===== config.mk =====
export PLATFORM = sky130hd
export DESIGN_NAME = rtc_serial_port
export DESIGN_NICKNAME = d
export VERILOG_FILES = /design/src/rtl/rtc_port_pkg.sv /design/src/rtl/rtc_sync.sv /design/src/rtl/rtc_edge.sv /design/src/rtl/rtc_frame_codec.sv /design/src/rtl/rtc_serial_port.sv
export SDC_FILE = /design/constraint.sdc
export NUM_CORES = 1
export LEC_CHECK = 0
export CAP_MARGIN = 20
export CORE_MARGIN = 4
export CORE_UTILIZATION = 35
export DETAILED_ROUTE_END_ITERATION = 8
export DONT_BUFFER_PORTS = 1
export RECOVER_POWER = 50
export SYNTH_ARGS = -nofsm -noshare
export SYNTH_HDL_FRONTEND = slang
export SYNTH_SLANG_ARGS = --single-unit

===== constraint.sdc =====
create_clock -name clk -period 5.7 [get_ports clk]
set_input_delay 0.57 -clock clk [delete_from_list [all_inputs] [get_ports clk]]
set_output_delay 0.57 -clock clk [all_outputs]
set_load 0.005 [all_outputs]

===== src/rtl/rtc_port_pkg.sv =====
package rtc_port_pkg;
  typedef enum logic [1:0] {ACC_IDLE, ACC_READ, ACC_WRITE} acc_mode_e;

  localparam int FIELD_W = 8;
  localparam int DOW_W   = 4;

  // Read frame: every field, or only day-of-week and time of day.
  function automatic int rd_bits(input bit full);
    return full ? (6 * FIELD_W + DOW_W) : (3 * FIELD_W + DOW_W);
  endfunction

  // Write frame: like the read frame but without seconds.
  function automatic int wr_bits(input bit full);
    return full ? (5 * FIELD_W + DOW_W) : (2 * FIELD_W + DOW_W);
  endfunction
endpackage


===== src/rtl/rtc_sync.sv =====
module rtc_sync #(
  parameter int WIDTH  = 1,
  parameter int STAGES = 2
) (
  input  logic             clk,
  input  logic             rst_n,
  input  logic [WIDTH-1:0] d_i,
  output logic [WIDTH-1:0] q_o
);
  logic [STAGES-1:0][WIDTH-1:0] stage_q;

  always_ff @(posedge clk or negedge rst_n) begin
    if (!rst_n) begin
      stage_q <= '0;
    end else begin
      for (int s = STAGES - 1; s > 0; s--) stage_q[s] <= stage_q[s-1];
      stage_q[0] <= d_i;
    end
  end

  assign q_o = stage_q[STAGES-1];
endmodule


===== src/rtl/rtc_edge.sv =====
module rtc_edge #(
  parameter int WIDTH = 1
) (
  input  logic             clk,
  input  logic             rst_n,
  input  logic [WIDTH-1:0] lvl_i,
  output logic [WIDTH-1:0] rise_o,
  output logic [WIDTH-1:0] fall_o
);
  logic [WIDTH-1:0] prev_q;

  always_ff @(posedge clk or negedge rst_n) begin
    if (!rst_n) prev_q <= '0;
    else        prev_q <= lvl_i;
  end

  assign rise_o = lvl_i & ~prev_q;
  assign fall_o = ~lvl_i & prev_q;
endmodule


===== src/rtl/rtc_frame_codec.sv =====
module rtc_frame_codec
  import rtc_port_pkg::*;
#(
  parameter bit FULL_CAL = 1'b1,
  parameter int RD_W     = rd_bits(FULL_CAL),
  parameter int WR_W     = wr_bits(FULL_CAL)
) (
  input  logic [7:0]      cur_year,
  input  logic [7:0]      cur_month,
  input  logic [7:0]      cur_date,
  input  logic [3:0]      cur_dow,
  input  logic [7:0]      cur_hour,
  input  logic [7:0]      cur_min,
  input  logic [7:0]      cur_sec,
  output logic [RD_W-1:0] rd_frame_o,
  input  logic [WR_W-1:0] wr_frame_i,
  output logic [7:0]      ld_year,
  output logic [7:0]      ld_month,
  output logic [7:0]      ld_date,
  output logic [3:0]      ld_dow,
  output logic [7:0]      ld_hour,
  output logic [7:0]      ld_min
);
  // Frame bit 0 leaves first, so the first field sits in the low bits.
  if (FULL_CAL) begin : g_full
    assign rd_frame_o = {cur_sec, cur_min, cur_hour, cur_dow,
                         cur_date, cur_month, cur_year};
    assign ld_year  = wr_frame_i[7:0];
    assign ld_month = wr_frame_i[15:8];
    assign ld_date  = wr_frame_i[23:16];
    assign ld_dow   = wr_frame_i[27:24];
    assign ld_hour  = wr_frame_i[35:28];
    assign ld_min   = wr_frame_i[43:36];
  end else begin : g_time
    logic unused_cal;
    assign unused_cal = ^{cur_year, cur_month, cur_date};
    assign rd_frame_o = {cur_sec, cur_min, cur_hour, cur_dow};
    assign ld_year  = '0;
    assign ld_month = '0;
    assign ld_date  = '0;
    assign ld_dow   = wr_frame_i[3:0];
    assign ld_hour  = wr_frame_i[11:4];
    assign ld_min   = wr_frame_i[19:12];
  end
endmodule


===== src/rtl/rtc_serial_port.sv =====
module rtc_serial_port
  import rtc_port_pkg::*;
#(
  parameter bit FULL_CAL    = 1'b1,
  parameter int SYNC_STAGES = 2
) (
  input  logic       clk,
  input  logic       rst_n,
  input  logic       ce_i,
  input  logic       dir_i,
  input  logic       sclk_i,
  input  logic       sdata_i,
  output logic       sdata_o,
  output logic       sdata_oe,
  input  logic [7:0] cur_year,
  input  logic [7:0] cur_month,
  input  logic [7:0] cur_date,
  input  logic [3:0] cur_dow,
  input  logic [7:0] cur_hour,
  input  logic [7:0] cur_min,
  input  logic [7:0] cur_sec,
  output logic       wr_active,
  output logic       ld_valid,
  output logic [7:0] ld_year,
  output logic [7:0] ld_month,
  output logic [7:0] ld_date,
  output logic [3:0] ld_dow,
  output logic [7:0] ld_hour,
  output logic [7:0] ld_min
);
  localparam int RD_W = rd_bits(FULL_CAL);
  localparam int WR_W = wr_bits(FULL_CAL);
  localparam int HOST_W = 4;
  localparam int I_CE = 0, I_DIR = 1, I_SCLK = 2, I_DAT = 3;

  logic [HOST_W-1:0] host_raw, host_s;
  logic [1:0]        rise_v, fall_v;
  logic              ce_rise, ce_fall, sclk_rise, sclk_fall;

  acc_mode_e         mode_q;
  logic [RD_W-1:0]   rd_frame, rd_sr;
  logic [WR_W-1:0]   wr_sr, ld_word;
  logic              ld_q;

  assign host_raw = {sdata_i, sclk_i, dir_i, ce_i};

  rtc_sync #(.WIDTH(HOST_W), .STAGES(SYNC_STAGES)) u_sync (
    .clk(clk), .rst_n(rst_n), .d_i(host_raw), .q_o(host_s)
  );

  rtc_edge #(.WIDTH(2)) u_edge (
    .clk(clk), .rst_n(rst_n),
    .lvl_i({host_s[I_SCLK], host_s[I_CE]}),
    .rise_o(rise_v), .fall_o(fall_v)
  );

  assign ce_rise   = rise_v[0];
  assign ce_fall   = fall_v[0];
  assign sclk_rise = rise_v[1];
  assign sclk_fall = fall_v[1];

  rtc_frame_codec #(.FULL_CAL(FULL_CAL), .RD_W(RD_W), .WR_W(WR_W)) u_codec (
    .cur_year(cur_year), .cur_month(cur_month), .cur_date(cur_date),
    .cur_dow(cur_dow), .cur_hour(cur_hour), .cur_min(cur_min),
    .cur_sec(cur_sec), .rd_frame_o(rd_frame), .wr_frame_i(ld_word),
    .ld_year(ld_year), .ld_month(ld_month), .ld_date(ld_date),
    .ld_dow(ld_dow), .ld_hour(ld_hour), .ld_min(ld_min)
  );

  // The access type is latched once per chip-enable window.
  always_ff @(posedge clk or negedge rst_n) begin
    if (!rst_n) begin
      mode_q  <= ACC_IDLE;
      rd_sr   <= '0;
      wr_sr   <= '0;
      ld_word <= '0;
      ld_q    <= 1'b0;
    end else begin
      ld_q <= 1'b0;
      if (ce_rise) begin
        mode_q <= host_s[I_DIR] ? ACC_WRITE : ACC_READ;
        wr_sr  <= '0;
        if (!host_s[I_DIR]) rd_sr <= rd_frame;
      end else if (ce_fall) begin
        if (mode_q == ACC_WRITE) begin
          ld_word <= wr_sr;
          ld_q    <= 1'b1;
        end
        mode_q <= ACC_IDLE;
      end else if (mode_q == ACC_READ && sclk_fall) begin
        rd_sr <= {1'b0, rd_sr[RD_W-1:1]};
      end else if (mode_q == ACC_WRITE && sclk_rise) begin
        // New bits enter at the top; the oldest bit drops out at the bottom.
        wr_sr <= {host_s[I_DAT], wr_sr[WR_W-1:1]};
      end
    end
  end

  assign sdata_oe  = (mode_q == ACC_READ) && host_s[I_CE];
  assign sdata_o   = sdata_oe & rd_sr[0];
  assign wr_active = (mode_q == ACC_WRITE);
  assign ld_valid  = ld_q;
endmodule


# Yosys cells after proc, flatten, opt, wreduce, memory -nomap -nowiden
# Index checks and enable logic that the tools add are counted.
word_totals:
  inputBits: 58
  out_inout_bits: 48
  regBits: 153
  wordCells: 42
op_classes:
  eq_ne: 5
  reduce_logical: 9
  n_bitwise: 6
  mux: 14
op_table:
  columns: ["operator", "n"]
  rows:
  - ["2-to-1 mux 52 bit", 4]
  - ["2-to-1 mux 44 bit", 4]
  - ["AND reduction 3 bit", 3]
  - ["2-to-1 mux 2 bit", 3]
  - ["inequality test 2 bit (second input constant)", 3]
  - ["nonzero test 2 bit", 3]
  - ["bitwise AND 2 bit", 2]
  - ["inverter 2 bit", 2]
  - ["logical AND 1 bit", 3]
  - ["2-to-1 mux 1 bit", 3]
  - ["== test 2 x 1 -> 1 bit (second input constant)", 1]
  - ["== test 2 bit (second input constant)", 1]
  - ["bitwise AND 1 bit", 1]
  - ["inverter 1 bit", 1]

# Depth between registers and ports, before layout
# Gate-level depths: netlist of run 1.
logic_depth:
  ltp_word: 7
  mapped_depth: 8
  ltp_nobuf: 5

# Hierarchy
# From an unflattened synthesis of run 1, not the netlist that was laid out.
hier_totals:
  hier_cells: 647
  area_unflattened_um2: 7539.7
modules_own_cells:
  columns: ["mod", "area_per_inst_um2", "n_inst", "seq_area_each_um2", "cells_per_inst"]
  rows:
  - ["rtc_serial_port", 6503.7, 1, 3578.4, 533]
  - ["rtc_frame_codec", 720.7, 1, 0.0, 96]
  - ["rtc_sync", 230.2, 1, 200.2, 12]
  - ["rtc_edge", 85.1, 1, 50.0, 6]

# Worst setup path before layout of run 1
# Ideal clock, no wire load.
synth_path:
  path_type: "flip-flop to flip-flop"
  startpoint: "register u_sync.stage_q, in the netlist u_sync.q_o[0]"
  endpoint: "register rd_sr[15]"
  n_path_buf: 2
  setup_time_ns: 0.125
  setup_slack_ns: 3.830
  path_stages_with_launch: 7
  period_less_slack_ns: 1.870
  arrival_ns: 1.745
  required_time_ns: 5.575
  path_cell_list: "dfrtp_1 ha_1 buf_6 nor4b_4 o2bb2ai_4 buf_6 mux2_2"
synth_via:
  elab_chain_cells: 4
  word_cells_on_any_way: 8
  cone_classes: "eq/ne: 2; mux: 1; bitwise: 3; reduce/logical: 2"
synth_lines:
  columns: ["item", "line_no", "source"]
  rows:
  - ["start, declared", "rtc_sync.sv:10", "logic [STAGES-1:0][WIDTH-1:0] stage_q;"]
  - ["inverter 2 bit", "rtc_edge.sv:18", "assign fall_o = ~lvl_i & prev_q;"]
  - ["bitwise AND 2 bit", "rtc_edge.sv:18", null]
  - ["inequality test 2 bit (no line)", null, null]
  - ["AND reduction 3 bit (no line)", null, null]
  - ["end signal, assigned", "rtc_serial_port.sv:83", "if (!host_s[I_DIR]) rd_sr <= rd_frame;"]
  - ["end signal, assigned", "rtc_serial_port.sv:91", "rd_sr <= {1'b0, rd_sr[RD_W-1:1]};"]
  - ["end, declared", "rtc_serial_port.sv:41", "logic [RD_W-1:0] rd_frame, rd_sr;"]
# Several ways; a longest one is shown, not always the timed one.
# A chain may end at the register's enable or synchronous reset.

==> impl_metrics.py, run 1 <==
metrics = {
    "detailed_routing": {
        "drt.antenna.violating_nets": 0,
        "routed-via-count": 3273,
        "wl_per_cell_um": 17.30,
        "final_routed_drc_violation_total": 0,
        "via_per_inst": 4.827,
        "totalWireLength_um": 11730,
        "drt_initial_violations": 87,
        "drtPass1Iterations": 4,
    },
    "worst_setup_path": {
        "worstPathArrival_ns": 3.23,
        "worstReg2RegStart": "u_sync.q_o[0]",
        "worstPathCellList": "clkbuf_2",
        "required_ns": 5.37,
        "crit_buf_inv": 1,
        "critPathMaxStageDelay_ns": 2.54,
        "cp_slowest_cell": "sky130_fd_sc_hd__clkbuf_2",
        "worstSetupPathType": "in -> async",
        "regToRegSetupSlack_ns": 2.80,
        "crit_path_start_kind": "primary input",
        "cp-end-kind": "async pin",
        "reg2reg_to": "rd_sr[27]",
        "critPathTopFamily": "buffers and inverters",
        "cp_max_fo": 153,
        "rr_worst_depth": 6,
    },
    "job": {
        "drv_cap": 1,
    },
    "floorplanning": {
        "initial_utilization_pct": 36.17,
        "die-width_um": 145.4,
        "design.die.area_sq_mm": 0.02115,
        "placeableCoreArea_sq_mm": 0.01827,
        "die_h_um": 145.4,
        "number_of_cell_rows": 49,
        "io-pin-count": 106,
    },
    "synthesis": {
        "netlist_top_cells_area": "sky130_fd_sc_hd__dfrtp_1 58%, sky130_fd_sc_hd__mux2_2 31%, sky130_fd_sc_hd__nor2b_1 4.4%, sky130_fd_sc_hd__buf_6 1.0%, sky130_fd_sc_hd__buf_4 0.91%",
        "synth_largest_area_cell": "sky130_fd_sc_hd__dfrtp_1",
        "synthesis.yosys.warnings": 0,
        "synth.ff_latch_count": 153,
        "synthesis.instances": 437,
        "syn_avg_cell_area_sq_um": 15.12,
        "syn-num-nets": 498,
        "yosys.area.top_type_share_pct": 57.93,
        "ys_seq_area_share_pct": 57.93,
        "ys_types": 20,
        "syn_area_sq_mm": 0.006609,
    },
    "global_route": {
        "vias_in_the_first_global_route": 3572,
        "grt_pass1_wl_um": 19490,
        "grt_start_max_net_pins": 154,
        "grt-ovfl-total": 0,
        "globalRouteTotalUtil_pct": 11.52,
        "antenna_found_initial": 3,
    },
    "timing": {
        "finalSetupViolations": 0,
        "rsz0062_at_grt": "no",
        "max_clock_freq_mhz": 280.5,
        "layout_worst_path_cycle_share_pct": 62.55,
        "max-slew-margin-rel_pct": -146.6,
        "period_minus_slack_ns": 3.565,
        "final-max-slew-violation-count": 154,
        "final_hold_slack_ns": 0.1801,
        "timing_worst_slew_pin_value_ns": 3.699,
        "accumulated_negative_setup_slack_ns": 0,
        "finalClockSkew_ns": 0.01221,
        "finalHoldViolations": 0,
    },
    "final_layout": {
        "area_growth_syn_to_layout_pct": 10.81,
        "finish.net_count": 496,
        "final_cell_count_no_fill": 678,
        "final_layout_size_suffix_gt1_share_pct": 49.66,
    },
    "clock_tree": {
        "clock_tree.htree_level_count": 4,
        "tritoncts_num_sinks": 153,
        "tritoncts_clock_tree": "yes",
        "tritoncts.num_buffers": 17,
        "worstSkewPairLatency_ns": 0.42,
        "clk_pin_slew_ns": 0.06,
        "clk_path_buf_depth": 2,
        "clockRootBuffer": "sky130_fd_sc_hd__clkbuf_16",
    },
    "pwr": {
        "combinationalPowerShare_pct": 14.5,
        "p_int_mw": 2.187,
        "leakage_power_figure_nw": 3.401,
        "vdd_ir_drop_max_mv": 0.2079,
        "switching_share_pct": 23.76,
        "power_frac_clock_pct": 36.4,
        "pwr_density_cell_mw_per_mm2": 391.6,
        "p_switching_mw": 0.6813,
        "seq_power_share_pct": 49.1,
    },
    "placed_design": {
        "placedCellCount": 644,
        "gp_congestion": 0.6868,
        "placement.io_buffers": 0,
        "detailedPlacementHpwl_um": 7381,
    },
    "worst_hold_path": {
        "hold_path_depth": 0,
        "hold_end": "u_sync.stage_q[2]",
        "hp-start": "sclk_i",
        "hold_path.class": "in -> reg",
    },
    "status": {
        "failed_checks": "capacitance limit, slew limit",
        "run_status": "complete, but fails checks",
    },
}
through the flow:
step | util (%) | area, sq um | total power, mW | worst slack, ns
2_1_floorplan | - | 6609 | 1.750 | 3.830
3_5_place_dp | 37.04 | 6768 | 1.831 | 2.795
4_1_cts | 40.18 | 7341 | 2.924 | 2.765
6_report | 40.08 | 7323 | 2.868 | 2.135
5_1_grt | 40.07 | 7321 | 3.031 | 1.328
3_3_place_gp | 37.04 | 6768 | 1.802 | 2.860
worst register-to-register path, cell delays in order, from the launching register on:
cell and delay [ns]:
sky130_fd_sc_hd__dfrtp_1 0.44, sky130_fd_sc_hd__ha_4 0.35, sky130_fd_sc_hd__buf_4 0.41, sky130_fd_sc_hd__nor4b_4 0.46, sky130_fd_sc_hd__o2bb2ai_4 0.14, sky130_fd_sc_hd__buf_4 0.56, sky130_fd_sc_hd__mux2_2 0.44
final cells by class:
cell class,count,area [sq um]
timing repair buffer,4,27.53
sequential,153,3829
fill,1690,10950
clock inverter,11,98.84
tap,229,286.5
antenna,2,5.005
multi-input combinational,255,2615
inverter,4,15.01
clock buffer,20,446.7
flip-flops by register name, indices dropped and copies added, names as in the netlist:
signal,cells
rd_sr,52
ld_word,44
wr_sr,44
u_sync.q_o,4
u_sync.stage_q,4
mode_q,2
u_edge.prev_q,2
ld_valid,1
worst max path at each step:
stage | endpoint | cells past startpoint | start | slack [ns]
floorplan | rd_sr[15] | 6 | u_sync.q_o[0] | 3.83
global placement | rd_sr[10] | 6 | u_sync.q_o[0] | 2.86
CTS | rd_sr[42] | 6 | u_sync.q_o[0] | 2.76
global route | rd_sr[31] | 1 | rst_n | 1.33
finish | rd_sr[31] | 1 | rst_n | 2.13
detailed placement | rd_sr[42] | 6 | u_sync.q_o[0] | 2.79
power groups by stage:
stage                     clock network, mW  registers [mW]  logic, mW
after detailed placement                  0            1.43      0.402
after global placement                    0            1.42      0.383
final                                  1.04            1.41      0.417
after floorplan                           0            1.39      0.364
after global routing                   1.13            1.44      0.463
after CTS                              1.08            1.41      0.429
placed cells by master, fill, tap and decap left out:
cell type and n:
sky130_fd_sc_hd__clkbuf_2 1, sky130_fd_sc_hd__ha_1 2, sky130_fd_sc_hd__and3_2 1, sky130_fd_sc_hd__and2_1 1, sky130_fd_sc_hd__clkbuf_8 1, sky130_fd_sc_hd__bufinv_16 1
sky130_fd_sc_hd__nor2b_1 46, sky130_fd_sc_hd__mux2i_1 1, sky130_fd_sc_hd__clkinv_2 4, sky130_fd_sc_hd__diode_2 2, sky130_fd_sc_hd__o2bb2ai_4 1, sky130_fd_sc_hd__buf_4 3
sky130_fd_sc_hd__and3_1 1, sky130_fd_sc_hd__inv_1 4, sky130_fd_sc_hd__clkbuf_16 17, sky130_fd_sc_hd__ha_4 1, sky130_fd_sc_hd__mux2_1 5, sky130_fd_sc_hd__dfrtp_1 153
sky130_fd_sc_hd__nand2b_1 1, sky130_fd_sc_hd__clkinvlp_4 3, sky130_fd_sc_hd__a21oi_4 1, sky130_fd_sc_hd__mux2_2 184, sky130_fd_sc_hd__nor4b_4 1, sky130_fd_sc_hd__inv_6 2
sky130_fd_sc_hd__o21ai_0 3, sky130_fd_sc_hd__nand2_1 5, sky130_fd_sc_hd__nand4bb_1 1, sky130_fd_sc_hd__clkinv_4 1, sky130_fd_sc_hd__clkbuf_1 2
kinds of logic (layout without fill, tap and decap cells):
group | Yosys count | in the layout | synth area share (%)
other cells | 0 | 2 | 0
simple gates | 57 | 57 | 5.547
flops | 153 | 153 | 57.93
compound gates | 5 | 5 | 0.7762
mux | 190 | 190 | 32.36
buf+inv | 29 | 39 | 2.821
fa+ha+maj | 3 | 3 | 0.5680
layer usage:
metal  GRT usage (%)  share of wire [%]  up-vias
met3           6.696                9.1       10
met5               0               0.17        -
met4           3.561               0.95        2
met1           13.93                 43     1658
met2           17.43                 46       86
li1                -                  -     1517
repair_timing:
action	4_1_cts	5_1_grt
gates resized for setup	0	0
endpoints found under the hold margin	153	0
hold buffers	1	0
setup buffers	0	0
cell usage after synthesis (all sizes together):
| master | n |
|---|---|
| nand2 | 5 |
| a21oi | 1 |
| buf | 16 |
| inv | 4 |
| clkbuf | 9 |
| mux2 | 189 |
| dfrtp | 153 |
| nand4bb | 1 |
| nand2b | 1 |
| ha | 3 |
| mux2i | 1 |
| o2bb2ai | 1 |
| nor4b | 1 |
| and2 | 1 |
| o21ai | 3 |
| and3 | 2 |
| nor2b | 46 |
Power figures use the tool's default switching activity.
==> run 2: changes to the inputs <==
- ABC_AREA: default -> 1
- clock period: 5.7 -> 3.6 ns (I/O delays scaled with it)
==> impl_metrics.py, run 2 <==
metrics = {
    "clock_tree": {
        "cts.repair_timing.setup_buffer_count": 0,
        "tritoncts.num_buffers": 17,
        "worstSkewPairLatency_ns": 0.42,
        "hold_buffers": 4,
        "tritoncts_clock_tree": "yes",
        "clk_pin_slew_ns": 0.07,
        "cts_repair_resize_count": 0,
        "clock_tree.htree_level_count": 4,
        "clockRootBuffer": "sky130_fd_sc_hd__clkbuf_16",
        "clk_path_buf_depth": 2,
        "tritoncts_num_sinks": 153,
    },
    "synthesis": {
        "yosys.area.top_type_share_pct": 56.92,
        "share_of_async_settable_or_async_resettable_flops_after_synthesis_pct": 100.0,
        "count_of_flip_flops_with_a_built_in_enable_after_synthesis": 0,
        "synth_top_flop_cell": "sky130_fd_sc_hd__dfrtp_1",
        "ys_types": 23,
        "synthesis.yosys.warnings": 0,
        "synth_largest_area_cell": "sky130_fd_sc_hd__dfrtp_1",
        "synthMuxAreaShare_pct": 0,
        "synth_simple_gate_area_share_pct": 36.22,
        "netlist_top_cells_area": "sky130_fd_sc_hd__dfrtp_1 57%, sky130_fd_sc_hd__nand2_1 27%, sky130_fd_sc_hd__nand4_1 4.2%, sky130_fd_sc_hd__nand3_1 3.9%, sky130_fd_sc_hd__buf_6 2.2%",
        "synth_fa_ha_area_share_pct": 0.5580,
        "syn_avg_cell_area_sq_um": 8.325,
        "synth_top_family_by_area": "simple AND/OR/NAND/NOR gates",
        "yosys.cell_count.top_type": "sky130_fd_sc_hd__nand2_1",
        "synth_top_cells_by_count": "480 x sky130_fd_sc_hd__nand2_1, 153 x sky130_fd_sc_hd__dfrtp_1, 52 x sky130_fd_sc_hd__nand3_1, 45 x sky130_fd_sc_hd__nand4_1, 27 x sky130_fd_sc_hd__buf_2",
        "synthXorXnorAreaFrac_pct": 0,
        "syn-num-nets": 869,
        "synth.ff_latch_count": 153,
        "synthesis.instances": 808,
        "synth-compound-area-share_pct": 0.4278,
        "ys_seq_area_share_pct": 56.92,
        "syn_area_sq_mm": 0.006726,
    },
    "worst_setup_path": {
        "cp-end-kind": "register",
        "worstReg2RegStart": "u_edge.prev_q[0]",
        "reg2reg_to": "ld_word[38]",
        "crit_top_cell": "sky130_fd_sc_hd__nand2_1",
        "regToRegSetupSlack_ns": 1.34,
        "worstPathCellList": "inv_1 -> ha_2 -> inv_4 -> nand3_4 -> buf_4 -> nand2_1 -> nand2_1",
        "critical_path_cell_count": 7,
        "required_ns": 3.96,
        "crit_buf_inv": 3,
        "cp_slowest_cell": "sky130_fd_sc_hd__ha_2",
        "cp_max_fo": 62,
        "rr_worst_depth": 7,
        "worstSetupPathType": "reg -> reg",
        "crit_path_start_kind": "register",
        "critPathMaxStageDelay_ns": 0.52,
        "worstPathArrival_ns": 2.61,
        "critPathTopFamily": "buffers and inverters",
    },
    "timing": {
        "max_clock_freq_mhz": 443.2,
        "finalHoldViolations": 153,
        "rsz0062_at_grt": "no",
        "final-max-slew-violation-count": 0,
        "max-slew-margin-rel_pct": 46.62,
        "period_minus_slack_ns": 2.257,
        "final_hold_slack_ns": -0.3708,
        "layout_worst_path_cycle_share_pct": 62.68,
        "finalClockSkew_ns": 0.009521,
        "accumulated_negative_setup_slack_ns": 0,
        "timing_worst_slew_pin_value_ns": 0.7978,
        "finalSetupViolations": 0,
    },
    "final_layout": {
        "largest_register_ffs": 52,
        "finish.net_count": 846,
        "most-common-layout-cells": "480 x sky130_fd_sc_hd__nand2_1, 153 x sky130_fd_sc_hd__dfrtp_1, 52 x sky130_fd_sc_hd__nand3_1",
        "area_growth_syn_to_layout_pct": 10.34,
        "mostFrequentLayoutCell": "sky130_fd_sc_hd__nand2_1",
        "reg.largest.list": "rd_sr (52), ld_word (44), wr_sr (44)",
        "antennaDiodeCount": 0,
        "final_layout_size_suffix_gt1_share_pct": 6.516,
        "regMostFlops": "rd_sr",
    },
    "pwr": {
        "seq_power_share_pct": 46.3,
        "power_frac_clock_pct": 45.1,
        "leakage_power_figure_nw": 4.092,
        "combinationalPowerShare_pct": 8.7,
        "pwr_density_cell_mw_per_mm2": 574.1,
        "p_int_mw": 3.168,
        "switching_share_pct": 25.65,
        "p_switching_mw": 1.093,
        "vdd_ir_drop_max_mv": 0.3451,
    },
    "global_route": {
        "grt_pass1_wl_um": 25550,
        "vias_in_the_first_global_route": 4861,
        "globalRouteTotalUtil_pct": 14.50,
        "antenna_found_initial": 0,
        "grt_start_max_net_pins": 154,
        "grt-ovfl-total": 0,
    },
    "floorplanning": {
        "number_of_cell_rows": 50,
        "initial_utilization_pct": 35.72,
        "placeableCoreArea_sq_mm": 0.01883,
        "io-pin-count": 106,
        "die_h_um": 146.6,
        "die-width_um": 146.6,
        "design.die.area_sq_mm": 0.02150,
    },
    "placed_design": {
        "placement.io_buffers": 0,
        "detailedPlacementHpwl_um": 8813,
        "gp_congestion": 0.7393,
    },
    "detailed_routing": {
        "final_routed_drc_violation_total": 0,
        "via_per_inst": 4.754,
        "totalWireLength_um": 15040,
        "drt.antenna.violating_nets": 0,
        "routed-via-count": 5030,
        "drtPass1Iterations": 4,
        "wl_per_cell_um": 14.22,
        "drt_initial_violations": 310,
    },
    "worst_hold_path": {
        "hold_path.class": "in -> async",
    },
    "job": {
        "drv_cap": 0,
    },
    "status": {
        "failed_checks": "hold timing",
        "run_status": "complete, but fails checks",
    },
}
[run 2: cell types whose count changed after synthesis, sizes merged, moves of 4 or more]
cell    before  now
nor2b       46    0
buf         16   48
nor2         0    4
nand4        0   45
clkbuf       9    4
nand3        0   53
inv          4   10
nand2        5  484
mux2       189    0
[run 2: worst max-delay path by stage]
| stage | start | end | slack (ns) |
|---|---|---|---|
| after floorplan | u_edge.prev_q[0] | rd_sr[51] | 2.21 |
| after global placement | u_sync.q_o[0] | rd_sr[4] | 1.37 |
| after detailed placement | u_edge.prev_q[0] | ld_word[34] | 1.30 |
| after CTS | u_edge.prev_q[0] | ld_word[4] | 1.28 |
| after global routing | u_edge.prev_q[0] | ld_word[34] | 1.09 |
| final | u_edge.prev_q[0] | ld_word[38] | 1.34 |
[run 2: kinds of logic (layout without fill, tap and decap cells)]
family | Yosys count | after routing
fa+ha+maj | 3 | 3
buf+inv | 62 | 52
compound gates | 3 | 3
flops | 153 | 153
simple gates | 587 | 587
[run 2: final cells by class]
cell class | instances | area [sq um]
fillers | 1913 | 11410
flip-flops and latches | 153 | 3829
multi-input cells | 593 | 2505
clock buffers | 19 | 452.9
well taps | 260 | 325.3
clock inverters | 13 | 181.4
repair buffers | 10 | 85.08
inverters | 10 | 43.79
[run 2: routing by layer]
layer | up-vias | routed length, um | track usage [%]
met5 | - | 0 | 0
met4 | 0 | 139 | 3.810
met3 | 11 | 1104 | 5.059
met2 | 135 | 6762 | 21.87
met1 | 2387 | 7038 | 19.97
li1 | 2497 | - | -
[run 2: power groups by stage]
stage | combinational, mW | sequential, mW | clock, mW
6_report | 0.369 | 1.97 | 1.92
5_1_grt | 0.439 | 1.99 | 2.05
4_1_cts | 0.376 | 1.97 | 1.96
3_5_place_dp | 0.373 | 2.00 | 0
3_3_place_gp | 0.363 | 2.00 | 0
2_1_floorplan | 0.329 | 1.98 | 0
[run 2: worst register-to-register path: stages (launching register included)]
cell and delay (ns):
sky130_fd_sc_hd__dfrtp_1 0.40, sky130_fd_sc_hd__inv_1 0.07, sky130_fd_sc_hd__ha_2 0.52, sky130_fd_sc_hd__inv_4 0.38
sky130_fd_sc_hd__nand3_4 0.20, sky130_fd_sc_hd__buf_4 0.41, sky130_fd_sc_hd__nand2_1 0.13, sky130_fd_sc_hd__nand2_1 0.10
[run 2: stage by stage]
| stage | setup WS, ns | std cells | instance area [sq um] | power [mW] | utilization (%) |
|---|---|---|---|---|---|
| 2_1_floorplan | 2.210 | 808 | 6726 | 2.309 | - |
| 3_3_place_gp | 1.365 | 1022 | 6748 | 2.361 | 35.83 |
| 3_5_place_dp | 1.298 | 1022 | 6748 | 2.372 | 35.83 |
| 4_1_cts | 1.279 | 1058 | 7422 | 4.304 | 39.42 |
| 5_1_grt | 1.092 | 1058 | 7422 | 4.479 | 39.42 |
| 6_report | 1.343 | 1058 | 7422 | 4.261 | 39.42 |
==> run 3: changes to the inputs <==
- ABC_AREA: 1 -> 0
- clock period: 3.6 -> 2 ns (I/O delays scaled with it)
==> impl_metrics.py, run 3 (synthesis gave the netlist of run 1 again) <==
metrics = {
    "final_layout": {
        "finish.utilization_pct": 41.45,
        "multi_input_area_sq_mm": 0.002618,
        "largest_register_ffs": 52,
        "most-common-layout-cells": "184 x sky130_fd_sc_hd__mux2_2, 152 x sky130_fd_sc_hd__dfrtp_1, 46 x sky130_fd_sc_hd__nor2b_1",
        "mostFrequentLayoutCell": "sky130_fd_sc_hd__mux2_2",
        "regMostFlops": "rd_sr",
        "ff_latch_area_sq_mm": 0.003830,
        "area_growth_syn_to_layout_pct": 14.58,
        "finish.net_count": 509,
        "reg.largest.list": "rd_sr (52), ld_word (44), wr_sr (44)",
        "fillers": 1721,
        "final_layout_size_suffix_gt1_share_pct": 50.54,
    },
    "pwr": {
        "combinationalPowerShare_pct": 14.2,
        "vdd_ir_drop_max_mv": 0.6182,
        "p_switching_mw": 1.911,
        "leakage_power_figure_nw": 3.509,
        "p_int_mw": 6.470,
        "power_frac_clock_pct": 37.9,
        "pwr_density_cell_mw_per_mm2": 1107,
        "seq_power_share_pct": 47.9,
        "switching_share_pct": 22.80,
    },
    "global_route": {
        "antenna_found_initial": 2,
        "vias_in_the_first_global_route": 3695,
        "globalRouteTotalUtil_pct": 11.75,
        "grt-ovfl-total": 0,
        "grt_pass1_wl_um": 19860,
        "grt_start_max_net_pins": 154,
    },
    "placed_design": {
        "detailedPlacementHpwl_um": 7659,
        "placement.io_buffers": 0,
        "gp_congestion": 0.6992,
    },
    "clock_tree": {
        "hold_buffers": 5,
        "clockRootBuffer": "sky130_fd_sc_hd__clkbuf_16",
        "clk_path_buf_depth": 2,
        "clk_pin_slew_ns": 0.06,
        "clock_tree.htree_level_count": 4,
        "worstSkewPairLatency_ns": 0.42,
        "tritoncts_num_sinks": 153,
        "tritoncts.num_buffers": 17,
        "tritoncts_clock_tree": "yes",
    },
    "detailed_routing": {
        "drt_initial_violations": 110,
        "routed-via-count": 3395,
        "drt.antenna.violating_nets": 0,
        "via_per_inst": 4.906,
        "totalWireLength_um": 11780,
        "drtPass1Iterations": 4,
        "wl_per_cell_um": 17.02,
        "final_routed_drc_violation_total": 0,
    },
    "worst_setup_path": {
        "worstSetupPathType": "reg -> reg",
        "worstPathArrival_ns": 2.18,
        "cp-end-kind": "register",
        "cp_max_fo": 17,
        "required_ns": 2.29,
        "crit_path_start_kind": "register",
    },
    "timing": {
        "finalClockSkew_ns": 0.009910,
        "finalHoldViolations": 153,
        "final-max-slew-violation-count": 0,
        "layout_worst_path_cycle_share_pct": 94.33,
        "timing_worst_slew_pin_value_ns": 0.4084,
        "finalSetupViolations": 0,
        "rsz0062_at_grt": "no",
        "accumulated_negative_setup_slack_ns": 0,
        "max_clock_freq_mhz": 530.1,
        "final_hold_slack_ns": -0.5217,
        "period_minus_slack_ns": 1.887,
        "max-slew-margin-rel_pct": 72.77,
    },
    "floorplanning": {
        "design.die.area_sq_mm": 0.02115,
        "die-width_um": 145.4,
        "io-pin-count": 106,
        "number_of_cell_rows": 49,
        "initial_utilization_pct": 36.17,
        "die_h_um": 145.4,
        "placeableCoreArea_sq_mm": 0.01827,
    },
    "status": {
        "failed_checks": "hold timing",
        "run_status": "complete, but fails checks",
    },
    "worst_hold_path": {
        "hold_path.class": "in -> async",
    },
    "job": {
        "drv_cap": 0,
    },
}
-- run 3: repair_timing --
item,CTS,global route
setup endpoints to repair,0,51
gates resized for setup,0,2
endpoints found under the hold margin,158,153
setup buffers,0,0
-- run 3: power by group through the flow --
stage,Combinational (mW),Clock [mW],Sequential (mW)
3_5_place_dp,1.20,0,4.08
5_1_grt,1.32,3.42,4.10
4_1_cts,1.22,3.29,4.03
3_3_place_gp,1.13,0,4.05
2_1_floorplan,1.04,0,3.95
6_report,1.19,3.17,4.02
-- run 3: area by class of cell --
cell class                      count  area share, %
Sequential cell                   153          50.58
Multi-Input combinational cell    255          34.57
Clock buffer                       22          6.262
Tap cell                          229          3.784
Timing Repair Buffer               17          3.007
Clock inverter                     10          1.537
Inverter                            4         0.1983
Antenna cell                        2        0.06609
-- run 3: worst max-delay path, cell delays in order, from the launching register on --
cell and delay (ns):
sky130_fd_sc_hd__dfrtp_2 0.41, sky130_fd_sc_hd__inv_1 0.08, sky130_fd_sc_hd__ha_2 0.20, sky130_fd_sc_hd__nor4b_4 0.32, sky130_fd_sc_hd__o2bb2ai_4 0.22, sky130_fd_sc_hd__buf_12 0.20, sky130_fd_sc_hd__mux2_2 0.34
-- run 3: stage by stage --
| stage | power (mW) | worst slack [ns] | cells | hold WS, ns | cell area, sq um |
|---|---|---|---|---|---|
| after global routing | 8.836 | 0.02909 | 690 | -0.5564 | 7567 |
| after global placement | 5.185 | 0.08487 | 653 | -0.09187 | 6923 |
| after floorplan | 4.988 | 0.1303 | 437 | -0.09559 | 6609 |
| final | 8.381 | 0.1135 | 692 | -0.5217 | 7572 |
| after detailed placement | 5.281 | 0.01460 | 653 | -0.09199 | 6923 |
| after CTS | 8.533 | 0.01062 | 690 | -0.5549 | 7564 |
-- run 3: worst paths after layout --
kind | from | depth (start not counted) | to | slack (ns)
setup / recovery | u_sync.q_o[0] | 6 | rd_sr[16] | 0.11
hold / removal | rst_n | 0 | ld_word[15] | -0.52
setup reg to reg | u_sync.q_o[0] | 6 | rd_sr[16] | 0.11
hold reg to reg | u_sync.stage_q[3] | 0 | u_sync.q_o[3] | 0.35
max in group asynchronous | rst_n | 0 | u_sync.q_o[0] | 2.27
min in group clk | cur_hour[4] | 2 | rd_sr[32] | 0.05
-- run 3: metal layers --
metal | GRT usage (%) | routed length, um
met1 | 13.78 | 5062
met2 | 18.30 | 5480
met3 | 6.197 | 1000
met4 | 4.558 | 211
met5 | 0 | 23
